**config.mk**
```make
export PLATFORM = sky130hd
export DESIGN_NAME = sd_clkgen
export DESIGN_NICKNAME = d
export VERILOG_FILES = /design/src/rtl/sdclk_pkg.sv /design/src/rtl/sdclk_ratio.sv /design/src/rtl/sdclk_phase.sv /design/src/rtl/sdclk_burst.sv /design/src/rtl/sd_clkgen.sv
export SDC_FILE = /design/constraint.sdc
export NUM_CORES = 1
export LEC_CHECK = 0
export CORE_MARGIN = 1
export CORE_UTILIZATION = 55
export DETAILED_ROUTE_END_ITERATION = 7
export DONT_BUFFER_PORTS = 1
export GPL_ROUTABILITY_DRIVEN = 1
export PLACE_DENSITY_LB_ADDON = 0.1
export REMOVE_ABC_BUFFERS = 1
export SLEW_MARGIN = 20
export SYNTH_ARGS = -nofsm -noshare
export SYNTH_HDL_FRONTEND = slang
export SYNTH_HIERARCHICAL = 1
export SYNTH_SLANG_ARGS = --single-unit
```
**constraint.sdc**
```tcl
create_clock -name clk -period 10.7 [get_ports clk]
set_input_delay 1.605 -clock clk [delete_from_list [all_inputs] [get_ports clk]]
set_output_delay 1.605 -clock clk [all_outputs]
set_load 0.02 [all_outputs]
```
**src/rtl/sdclk_pkg.sv**
```systemverilog
package sdclk_pkg;

   typedef enum logic [1:0] {
      BST_IDLE  = 2'd0,
      BST_ARMED = 2'd1,
      BST_RUN   = 2'd2
   } burst_state_t;

endpackage

```
**src/rtl/sdclk_ratio.sv**
```systemverilog
module sdclk_ratio #(
   parameter int PRE_W = 8,
   parameter int DIV_W = 4,
   localparam int RATIO_W = PRE_W + DIV_W + 1,
   localparam int SH_W = $clog2(PRE_W + 1)
) (
   input  logic [PRE_W-1:0]   pre,
   input  logic [DIV_W-1:0]   dv,
   output logic [RATIO_W-1:0] ratio
);

   logic [PRE_W-1:0] lowest;
   logic [SH_W-1:0]  shift;

   // isolate the lowest set prescaler bit
   for (genvar gi = 0; gi < PRE_W; gi++) begin : g_low
      if (gi == 0) begin : g_first
         assign lowest[gi] = pre[gi];
      end else begin : g_rest
         assign lowest[gi] = pre[gi] & ~(|pre[gi-1:0]);
      end
   end

   always_comb begin
      shift = SH_W'(1);
      for (int i = 0; i < PRE_W; i++) begin
         if (lowest[i]) shift = SH_W'(i + 1);
      end
      ratio = ({{(RATIO_W-DIV_W){1'b0}}, dv} + RATIO_W'(1)) << shift;
   end

endmodule

```
**src/rtl/sdclk_phase.sv**
```systemverilog
module sdclk_phase #(
   parameter int RATIO_W = 13,
   parameter int SETTLE_PERIODS = 2,
   localparam int ST_W = $clog2(SETTLE_PERIODS + 1)
) (
   input  logic               clk,
   input  logic               rst_n,
   input  logic               sw_rst,
   input  logic               restart,
   input  logic [RATIO_W-1:0] ratio,
   output logic               phase,
   output logic               wrap,
   output logic               stable
);

   logic [RATIO_W-1:0] cnt, cnt_n, half, last;
   logic [ST_W-1:0]    settle;

   assign half  = ratio >> 1;
   assign last  = ratio - RATIO_W'(1);
   assign wrap  = !restart && (cnt == last);
   assign cnt_n = (restart || wrap) ? '0 : cnt + RATIO_W'(1);

   always_ff @(posedge clk) begin
      if (!rst_n || sw_rst) begin
         cnt    <= '0;
         phase  <= 1'b1;
         settle <= '0;
         stable <= 1'b0;
      end else begin
         cnt   <= cnt_n;
         phase <= (cnt_n < half) || (cnt_n == '0);
         if (restart) begin
            settle <= '0;
            stable <= 1'b0;
         end else if (wrap && !stable) begin
            if (settle == ST_W'(SETTLE_PERIODS - 1)) stable <= 1'b1;
            else settle <= settle + ST_W'(1);
         end
      end
   end

   initial begin
      assert (SETTLE_PERIODS >= 1) else $error("SETTLE_PERIODS must be at least 1");
      assert (RATIO_W >= 2) else $error("RATIO_W too small");
   end

   // the period counter never leaves the current ratio
   a_r4_cnt_range: assert property (@(posedge clk) disable iff (!rst_n || sw_rst)
      cnt < ratio);

   // a high phase starts only at the period boundary
   a_r4_rise_at_zero: assert property (@(posedge clk) disable iff (!rst_n || sw_rst)
      $rose(phase) |-> (cnt == '0));

   // stable rises only on a completed period
   a_r6_rise_on_wrap: assert property (@(posedge clk) disable iff (!rst_n || sw_rst)
      $rose(stable) |-> $past(wrap));

endmodule

```
**src/rtl/sdclk_burst.sv**
```systemverilog
module sdclk_burst
   import sdclk_pkg::*;
#(
   parameter int INIT_CLKS = 80,
   localparam int CW = $clog2(INIT_CLKS)
) (
   input  logic clk,
   input  logic rst_n,
   input  logic sw_rst,
   input  logic start,
   input  logic wrap,
   output logic busy,
   output logic run
);

   burst_state_t   state;
   logic [CW-1:0]  icnt;

   always_ff @(posedge clk) begin
      if (!rst_n || sw_rst) begin
         state <= BST_IDLE;
         icnt  <= '0;
      end else begin
         unique case (state)
            BST_IDLE: if (start) state <= BST_ARMED;
            BST_ARMED: if (wrap) begin
               state <= BST_RUN;
               icnt  <= '0;
            end
            BST_RUN: if (wrap) begin
               if (icnt == CW'(INIT_CLKS - 1)) state <= BST_IDLE;
               else icnt <= icnt + CW'(1);
            end
            default: state <= BST_IDLE;
         endcase
      end
   end

   assign busy = (state != BST_IDLE);
   assign run  = (state == BST_RUN);

   initial begin
      assert (INIT_CLKS >= 2) else $error("INIT_CLKS must be at least 2");
   end

   // the running count stays below the burst length
   a_r8_count_range: assert property (@(posedge clk) disable iff (!rst_n || sw_rst)
      run |-> (icnt < CW'(INIT_CLKS)));

   // the burst ends only on a divided-clock period boundary
   a_r8_end_on_wrap: assert property (@(posedge clk) disable iff (!rst_n || sw_rst)
      ($fell(busy) && !$past(sw_rst)) |-> $past(wrap));

endmodule

```
**src/rtl/sd_clkgen.sv**
```systemverilog
module sd_clkgen #(
   parameter int PRE_W = 8,
   parameter int DIV_W = 4,
   parameter int TO_W = 4,
   parameter int INIT_CLKS = 80,
   parameter int SETTLE_PERIODS = 2
) (
   input  logic                         clk,
   input  logic                         rst_n,
   input  logic                         sw_rst,
   input  logic                         wr_en,
   input  logic [PRE_W+DIV_W+TO_W+1:0]  wr_data,
   output logic                         sd_clk,
   output logic                         clk_stable,
   output logic                         init_busy,
   output logic [TO_W-1:0]              dto_val
);

   localparam int PRE_LSB  = DIV_W;
   localparam int TO_LSB   = PRE_LSB + PRE_W;
   localparam int EN_BIT   = TO_LSB + TO_W;
   localparam int INIT_BIT = EN_BIT + 1;
   localparam int RATIO_W  = PRE_W + DIV_W + 1;
   localparam logic [PRE_W-1:0] PRE_RST = PRE_W'(1) << (PRE_W - 1);

   logic [PRE_W-1:0]   pre_q;
   logic [DIV_W-1:0]   div_q;
   logic [TO_W-1:0]    to_q;
   logic               en_q;
   logic               load, start;
   logic [RATIO_W-1:0] ratio;
   logic               phase, wrap, run;

   assign load  = wr_en && !en_q && !wr_data[EN_BIT];
   assign start = wr_en && wr_data[INIT_BIT];

   always_ff @(posedge clk) begin
      if (!rst_n || sw_rst) begin
         pre_q <= PRE_RST;
         div_q <= '0;
         to_q  <= '0;
         en_q  <= 1'b0;
      end else if (wr_en) begin
         en_q <= wr_data[EN_BIT];
         to_q <= wr_data[EN_BIT-1:TO_LSB];
         if (load) begin
            pre_q <= wr_data[TO_LSB-1:PRE_LSB];
            div_q <= wr_data[DIV_W-1:0];
         end
      end
   end

   sdclk_ratio #(.PRE_W(PRE_W), .DIV_W(DIV_W)) u_ratio (
      .pre   (pre_q),
      .dv    (div_q),
      .ratio (ratio)
   );

   sdclk_phase #(.RATIO_W(RATIO_W), .SETTLE_PERIODS(SETTLE_PERIODS)) u_phase (
      .clk     (clk),
      .rst_n   (rst_n),
      .sw_rst  (sw_rst),
      .restart (load),
      .ratio   (ratio),
      .phase   (phase),
      .wrap    (wrap),
      .stable  (clk_stable)
   );

   sdclk_burst #(.INIT_CLKS(INIT_CLKS)) u_burst (
      .clk    (clk),
      .rst_n  (rst_n),
      .sw_rst (sw_rst),
      .start  (start),
      .wrap   (wrap),
      .busy   (init_busy),
      .run    (run)
   );

   assign sd_clk  = phase && (en_q || run);
   assign dto_val = to_q;

   initial begin
      assert (PRE_W >= 2) else $error("PRE_W must be at least 2");
      assert (DIV_W >= 1) else $error("DIV_W must be at least 1");
      assert (TO_W >= 1) else $error("TO_W must be at least 1");
   end

   // a divider load drops the stable flag on the following cycle
   a_r6_stable_drops: assert property (@(posedge clk) disable iff (!rst_n || sw_rst)
      $past(load) |-> !clk_stable);

   // divider fields hold while the gate was open
   a_r5_hold_when_gated_on: assert property (@(posedge clk) disable iff (!rst_n || sw_rst)
      ($past(en_q) && !$past(sw_rst)) |-> ($stable(pre_q) && $stable(div_q)));

   // no card clock without gate or burst
   a_r7_gated_low: assert property (@(posedge clk) disable iff (!rst_n || sw_rst)
      (!en_q && !init_busy) |-> !sd_clk);

endmodule

```
==> metrics, run 1 <==
ys async rst share=0; met3 WL=533 um; placer congestion estimate=0.954; htree depth=2; pre-CTS setup slack=~5400 ps; worst skew pair latency=~300 ps; Area Overhead vs Synth=2.16%; commonest non-fill, non-tap cells in the layout=45 x nor2_1, 43 x dfxtp_1, 27 x nand3b_1, 23 x inv_1; I/O Pins=29; CP Buf/Inv Count=0; Worst R2R Setup Slack=5210 ps; root buffer cell=clkbuf_8; Syn Area/Cell=8.19 um^2; Via density=6.45; Synth Cell Area=around 0.0035 mm^2; initial antenna violation count=0; Max IR drop VDD=61.8 uV; DRT Pass-1 Iters=5; max layer used=met4; Pleak=0.00136 uW; Reg2Reg Launch Point=pre_q[0]; # setup viols final=0; final clock skew=10.4 ps; Die Wd=just over 80 um; switching part of the total=0.269; met2 WL post-DR=roughly 3.8 mm; Num CTS Buffers=5; Worst R2R End=u_phase/phase; CP endpoint kind=flip-flop; Reg clk slew, reported paths=roughly 90 ps; Gate power share=0.179; # hold bufs at CTS=0; Core Region=approximately 0.006 mm^2; FF-to-FF path depth=17; worst path cell trace=nor3_1, and2_1, nor2_1, a211oi_1, a21oi_1, nor4_1, and4_1, o21ai_0, a222oi_1, a31o_2, nor2_1, ha_1, nand4_1, or3_1, a31o_2, a211oi_1, o21ai_1; Hold Path Class=flip-flop to flip-flop; cell depth of the worst setup path=17; detailed placement HPWL=between 5 and 6 mm; CP max FO=14; RSZ-0062 raised after global routing=no; CP Launch Type=flip-flop; most common cell after layout, fill and taps aside=nor2_1; crit-path max cell delay=between 900 and 1000 ps; worst setup margin=5210 ps; CP Class=flip-flop to flip-flop; Setup Buffers After CTS=0; final period utilization=0.513; setup_tns=0 ps; CP endpoint=u_phase/phase; relative slew slack=0.273; All-Layer GR Usage=0.255; Synth Instances=approximately 430; Detailed Route WL=8.06 mm; initial cell density of the core=0.584; sw power=104 uW; largest net degree at the start of global routing=29; max-cap violations=0; sequential area share after synthesis=0.243; Tot Pwr=slightly below 400 uW; fmax=around 180 MHz; antenna viol nets, final=0; Crit-path slowest cell=nor4_1; Std-Cell Rows=28; Crit. Startpoint=pre_q[0]; die footprint=0.00676 mm^2; DRC Markers=0; Internal Power=284 uW; layout cells sized above 1=0.0885; status=complete, no violations; Final Hold Fails=0; final period demand of the worst path=5490 ps; PortBufs=0; vias in the first global route=3012; Clk pwr share=0.393; Ant. Diodes=0; GRT overflow=0; critical path arrival=5680 ps; cell area power density=107 mW/mm^2; Nets=455; vias=3178; die height=roughly 82 um; Reg power frac=0.428; EDFF count, synth=0; post_cts resized=0; Synth cell types=78; wire length on met1=3.65 mm; DR iter-0 viols=193; top cell family by delay on the critical path=simple AND/OR/NAND/NOR gates; worst endpoint required time=between 10000 and 15000 ps; Yosys reg bits=43; Synth Warn #=6; global-route wire length before repair=~13 mm; CTS sink cnt=between 40 and 50; clk buf depth=2; Main synth FF type=dfxtp_1; Slew Viols, Final=0; drt wl/cell=~16 um; CTS tree=done; Slew @ Worst Pin=~1100 ps
## power groups by stage
stage | Combinational (uW) | Sequential (uW) | Clock (uW)
global placement | 67.0 | 170 | 0
detailed placement | 67.8 | 170 | 0
CTS | 68.4 | 166 | 155
finish | 69.6 | 166 | 153
floorplan | 56.2 | 169 | 0
global route | 76.6 | 167 | 161
## final cells by class
| type | instances | area [um^2] |
|---|---|---|
| fillers | 568 | 2450 |
| flip-flops and latches | 43 | 861 |
| clock inverters | 2 | 60.1 |
| clock buffers | 6 | 72.6 |
| inverters | 24 | 90.1 |
| well taps | 75 | 93.8 |
| multi-input cells | 342 | 2430 |
| repair buffers | 1 | 7.51 |
## sequential cells by signal, indices dropped and copies added (netlist names)
signal,flops
u_burst/icnt,7
u_phase/phase,1
u_phase/cnt,13
u_phase/settle,2
dto_val,4
en_q,1
div_q,4
u_phase/stable,1
pre_q,8
u_burst/state,2
## worst register-to-register path: cells and delay by family (launching register included)
family,cells,cell delay (ps)
AOI/OAI and AO/OA,8,1940
adders and majority gates,1,310
DFF,1,440
and+or+nand+nor,8,2680
## synthesized netlist by cell type (all sizes together), types with 5 or more instances
library cell | instances | area [um^2]
xor2 | 16 | 140
clkbuf | 13 | 60.1
nand3 | 13 | 65.1
inv | 24 | 90.1
nor2b | 5 | 31.3
nor3 | 21 | 115
or3 | 5 | 31.3
nand2 | 20 | 75.1
a21o | 9 | 76.3
mux2i | 20 | 200
xnor2 | 12 | 105
nand4 | 12 | 81.3
a21oi | 13 | 65.1
ha | 16 | 200
a31oi | 9 | 56.3
a211oi | 7 | 57.6
buf | 9 | 88.8
and3 | 5 | 35.0
dfxtp | 43 | 861
nand3b | 27 | 203
o21ai | 8 | 40.0
nand2b | 6 | 37.5
nor2 | 45 | 169
o31ai | 5 | 37.5
nor3b | 6 | 56.3
## stage by stage
stage / instances / hold WS (ps) / area [um^2] / util
4_1_cts: 493 / 506 / 3610 / 0.596
3_3_place_gp: 485 / 472 / 3480 / 0.574
6_report: 493 / 501 / 3610 / 0.596
5_1_grt: 493 / 523 / 3610 / 0.596
3_5_place_dp: 485 / 494 / 3480 / 0.574
2_1_floorplan: 409 / 453 / 3380 / -
## layer usage
layer  vias to the layer above  global-route usage
met5                         -                   0
met4                         0              0.0596
met1                      1500               0.318
li1                       1555                   -
met3                         6              0.0462
met2                       117               0.450
## worst min path at each step
| stage | startpoint | end | slack [ps] | depth (start not counted) |
|---|---|---|---|---|
| 2_1_floorplan | u_phase/settle[0] | u_phase/settle[0] | 450 | 2 |
| 3_3_place_gp | u_phase/settle[0] | u_phase/settle[0] | 470 | 2 |
| 3_5_place_dp | u_phase/settle[0] | u_phase/settle[0] | 490 | 2 |
| 4_1_cts | u_phase/settle[0] | u_phase/settle[0] | 510 | 2 |
| 5_1_grt | u_phase/settle[0] | u_phase/settle[0] | 520 | 2 |
| 6_report | u_phase/settle[0] | u_phase/settle[0] | 500 | 2 |
## logic make-up (layout without fill, tap and decap cells)
family	after synthesis	count (layout)	share of synthesized area
AND/OR/NAND/NOR	187	187	0.304
AO/OA/AOI/OAI	89	89	0.195
buffers and inverters	47	33	0.0700
flip-flops	43	43	0.243
XOR/XNOR	28	28	0.0693
multiplexers	21	21	0.0608
adder cells (fa/ha/maj)	16	16	0.0566
other	1	1	0.00106
Note: power is estimated with default switching activity, not from simulation.
==> inputs of run 2 (changes only) <==
- clock period: 10.7 -> 5.48 ns (I/O delays scaled with it)
==> metrics, run 2 (synthesis results as in run 1) <==
status=complete, no violations; clk buf depth=2; Slew Viols, Final=0; antenna viol nets, final=0; GRT overflow=0; vias=3190; CP max FO=14; Max IR drop VDD=108 uV; RSZ-0062 raised after global routing=no; CTS sink cnt=43; Largest Register=u_phase/cnt; final period demand of the worst path=5150 ps; largest net degree at the start of global routing=29; Slew @ Worst Pin=626 ps; CP Class=flip-flop to flip-flop; vias in the first global route=between 2000 and 3000; cell area power density=185 mW/mm^2; most common cell after layout, fill and taps aside=nor2_1; Reg clk slew, reported paths=90 ps; Worst R2R End=u_phase/phase; setup_tns=0 ps; Final Util=0.597; fmax=a little under 200 MHz; CP Buf/Inv Count=0; global-route wire length before repair=between 10 and 15 mm; worst path cell trace=nor2_1, a221o_1, a211oi_1, a21o_1, a221oi_2, nor4_2, and4_1, o21ai_0, a222oi_1, a31o_2, nor2_1, ha_1, nand4_1, or3_1, a31o_2, a211oi_1, o21ai_1; DRT Pass-1 Iters=5; initial antenna violation count=0; die height=82.2 um; Crit. Startpoint=pre_q[3]; relative slew slack=0.580; drt wl/cell=16.4 um; max reg flops=13; Via density=approximately 6.4; Final Hold Fails=0; hold_sp=u_phase/settle[0]; DRC Markers=0; Worst R2R Setup Slack=330 ps; placer congestion estimate=0.945; Detailed Route WL=8.16 mm; top cell family by delay on the critical path=compound AO/OA/AOI/OAI gates; CTS tree=done; commonest non-fill, non-tap cells in the layout=45 x nor2_1, 43 x dfxtp_1, 27 x nand3b_1, 23 x inv_1; CP endpoint kind=flip-flop; crit-path max cell delay=640 ps; critical path arrival=5340 ps; FF-to-FF path depth=17; layout cells sized above 1=0.106; All-Layer GR Usage=0.255; Fillers=~580; Ant. Diodes=0; Reg2Reg Launch Point=pre_q[3]; root buffer cell=clkbuf_8; # setup viols final=0; WHS Endpoint=u_phase/settle[0]; Hold Path Class=flip-flop to flip-flop; htree depth=2; Std-Cell Rows=28; DR iter-0 viols=184; Num CTS Buffers=5; # hold bufs at CTS=0; Die Wd=82.2 um; Area Overhead vs Synth=2.26%; final clock skew=11.0 ps; Tot Pwr=about 670 uW; Largest regs=u_phase/cnt (13), pre_q (8), u_burst/icnt (7); I/O Pins=29; worst skew pair latency=300 ps; worst endpoint required time=between 5000 and 6000 ps; initial cell density of the core=0.584; CP Launch Type=flip-flop; max-cap violations=0; hold depth=2; PortBufs=0; Core Region=0.00606 mm^2; final period utilization=0.939; die footprint=0.00676 mm^2; Crit-path slowest cell=nor4_2; detailed placement HPWL=6.02 mm; Pleak=0.00136 uW; Nets=460
-- run 2: report_power, final --
| part | total [uW] | internal (uW) | switching, uW | leakage (uW) |
|---|---|---|---|---|
| clock network | 203 | 89.2 | 114 | 0.0000412 |
| logic | 141 | 58.4 | 82.8 | 0.000973 |
| registers | 324 | 317 | 7.28 | 0.000348 |
| total | 668 | 464 | 204 | 0.00136 |
-- run 2: layout make-up --
type / instances / area [um^2] / share of cell area
multi-input combinational: 342 / 2440 / 0.675
sequential: 43 / 861 / 0.238
tap: 75 / 93.8 / 0.0259
inverter: 24 / 90.1 / 0.0249
clock buffer: 6 / 72.6 / 0.0201
timing repair buffer: 6 / 45.0 / 0.0125
clock inverter: 2 / 12.5 / 0.00346
-- run 2: layer usage --
layer	track usage	vias to the layer above	part of all wire
li1	-	1561	-
met1	0.340	1498	0.47
met2	0.412	113	0.46
met3	0.0374	18	0.057
met4	0.0965	0	0.021
met5	0	-	0
-- run 2: per-stage QoR --
step	cells	cell area, um^2	setup WS [ps]	hold slack [ps]
2_1_floorplan	409	3380	878	453
4_1_cts	497	3600	138	503
6_report	498	3620	334	499
3_3_place_gp	489	3510	404	474
5_1_grt	498	3620	43.4	520
3_5_place_dp	489	3510	225	486
-- run 2: worst max path at each step --
stage,slack [ps],to,cells after the start
floorplan,880,u_phase/phase,17
global route,40,u_phase/phase,20
global placement,400,u_phase/phase,17
finish,330,u_phase/phase,17
CTS,140,u_phase/phase,17
detailed placement,220,u_phase/phase,17
-- run 2: worst register-to-register path: stages, from the launching register on --
cell and delay, ps:
dfxtp_1 460, nor2_1 70, a221o_1 470, a211oi_1 420
a21o_1 190, a221oi_2 150, nor4_2 640, and4_1 280
o21ai_0 110, a222oi_1 500, a31o_2 400, nor2_1 100
ha_1 310, nand4_1 130, or3_1 330, a31o_2 220
a211oi_1 190, o21ai_1 70
-- run 2: repair_timing --
action                                  4_1_cts  5_1_grt
buffers inserted                              0        1
endpoints found under the setup margin        0        1
gates resized for setup                       0        3
==> inputs of run 3 (changes only) <==
- CORE_UTILIZATION: 55 -> 45
- GPL_ROUTABILITY_DRIVEN: 1 -> 0
==> metrics, run 3 (synthesis results as in run 1) <==
status=complete, no violations; Worst R2R End=u_phase/phase; most common cell after layout, fill and taps aside=nor2_1; final clock skew=5.83 ps; hold_sp=u_phase/settle[0]; CP Class=flip-flop to flip-flop; Core Region=0.00741 mm^2; htree depth=2; die footprint=about 0.0082 mm^2; WHS Endpoint=u_phase/settle[0]; final instance count without filler cells=523; Hold Path Class=flip-flop to flip-flop; Gate power share=0.193; DRC Markers=0; layout cells sized above 1=0.111; Internal Power=roughly 510 uW; max reg flops=13; detailed placement HPWL=just over 6 mm; vias in the first global route=between 2000 and 3000; initial cell density of the core=0.477; hold depth=2; largest net degree at the start of global routing=29; critical path arrival=about 5300 ps; Clk pwr share=0.356; max-cap violations=0; switching part of the total=0.289; PortBufs=0; DRT Pass-1 Iters=6; DR iter-0 viols=171; final period demand of the worst path=5090 ps; setup_tns=0 ps; vias=slightly above 3000; Reg2Reg Launch Point=pre_q[3]; Largest regs=u_phase/cnt (13), pre_q (8), u_burst/icnt (7); worst endpoint required time=5660 ps; CP endpoint kind=flip-flop; Via density=between 5 and 6; Std-Cell Rows=31; final period utilization=0.929; relative slew slack=0.570; I/O Pins=29; CTS tree=done; CP max FO=14; Worst R2R Setup Slack=approximately 390 ps; Slew @ Worst Pin=640 ps; CP Launch Type=flip-flop; Die Wd=90.7 um; worst skew pair latency=~300 ps; RSZ-0062 raised after global routing=no; # setup viols final=0; All-Layer GR Usage=0.208; Final Hold Fails=0; Ant. Diodes=0; Max IR drop VDD=121 uV; Area Overhead vs Synth=4.10%; Pleak=0.00138 uW; placed cells=515; initial antenna violation count=0; fmax=196 MHz; Num CTS Buffers=5; commonest non-fill, non-tap cells in the layout=45 x nor2_1, 43 x dfxtp_1, 27 x nand3b_1, 23 x inv_1; Slew Viols, Final=0; GRT overflow=0; FF-to-FF path depth=17; global-route wire length before repair=14.0 mm; cell area power density=195 mW/mm^2; root buffer cell=clkbuf_8; sw power=207 uW; fin area=0.00368 mm^2; placed cell area=around 0.0036 mm^2; die height=90.7 um; # hold bufs at CTS=0; Reg power frac=0.451; Largest Register=u_phase/cnt; antenna viol nets, final=0; Nets=461; Reg clk slew, reported paths=about 90 ps; CTS sink cnt=43; Detailed Route WL=8.08 mm; drt wl/cell=between 15 and 20 um; clk buf depth=2
run 3: changes by cell type in the layout (fill, tap and decap cells not counted), sizes merged:
cell | before | now
clkbuf | 6 | 5
bufinv | 0 | 1
clkinvlp | 1 | 0
clkinv | 1 | 2
buf | 6 | 7
run 3: cell type report:
class,count,area [um^2]
repair buffers,7,52.6
inverters,24,90.1
well taps,99,124
flip-flops and latches,43,861
multi-input cells,342,2440
clock buffers,5,68.8
clock inverters,3,43.8
fillers,739,3730
run 3: timing repair:
action | in CTS | in global routing
gates resized for setup | 0 | 3
endpoints found under the setup margin | 0 | 1
buffers inserted | 0 | 0
run 3: power groups by stage:
| stage | registers [uW] | clock network, uW | logic (uW) |
|---|---|---|---|
| 3_5_place_dp | 331 | 0 | 135 |
| 6_report | 324 | 255 | 138 |
| 3_3_place_gp | 331 | 0 | 135 |
| 2_1_floorplan | 330 | 0 | 110 |
| 5_1_grt | 324 | 279 | 153 |
| 4_1_cts | 324 | 268 | 136 |
run 3: per-stage QoR:
| step | total power [uW] | utilization | hold slack [ps] | setup WS [ps] |
|---|---|---|---|---|
| 6_report | 717 | 0.497 | 497 | 387 |
| 5_1_grt | 757 | 0.497 | 536 | 12.9 |
| 4_1_cts | 727 | 0.495 | 494 | 162 |
| 3_5_place_dp | 466 | 0.480 | 479 | 203 |
| 3_3_place_gp | 466 | 0.480 | 472 | 342 |
| 2_1_floorplan | 440 | - | 453 | 878 |
run 3: critical path, stage by stage, from the launching register on:
cell and delay [ps]:
dfxtp_1 470, nor2_1 160, a211oi_2 510, o21ai_0 150
a31oi_1 270, o22ai_1 220, nor4_2 560, and4_1 260
o21ai_0 110, a222oi_1 510, a31o_2 390, nor2_1 90
ha_1 300, nand4_1 110, or3_1 330, a31o_2 220
a211oi_1 200, o21ai_1 90
run 3: how the worst max path moves through the flow:
stage / cells past startpoint / endpoint / from
after floorplan: 17 / u_phase/phase / pre_q[3]
after CTS: 17 / u_phase/phase / pre_q[0]
after global placement: 17 / u_phase/phase / pre_q[3]
after global routing: 17 / u_phase/phase / pre_q[3]
final: 17 / u_phase/phase / pre_q[3]
after detailed placement: 17 / u_phase/phase / pre_q[0]
run 3: layer usage:
metal / global-route usage / wire, um / vias up
li1: - / - / 1566
met1: 0.289 / 3940 / 1455
met2: 0.331 / 3600 / 85
met3: 0.0303 / 436 / 6
met4: 0.0632 / 94 / 0
met5: 0 / 0 / -
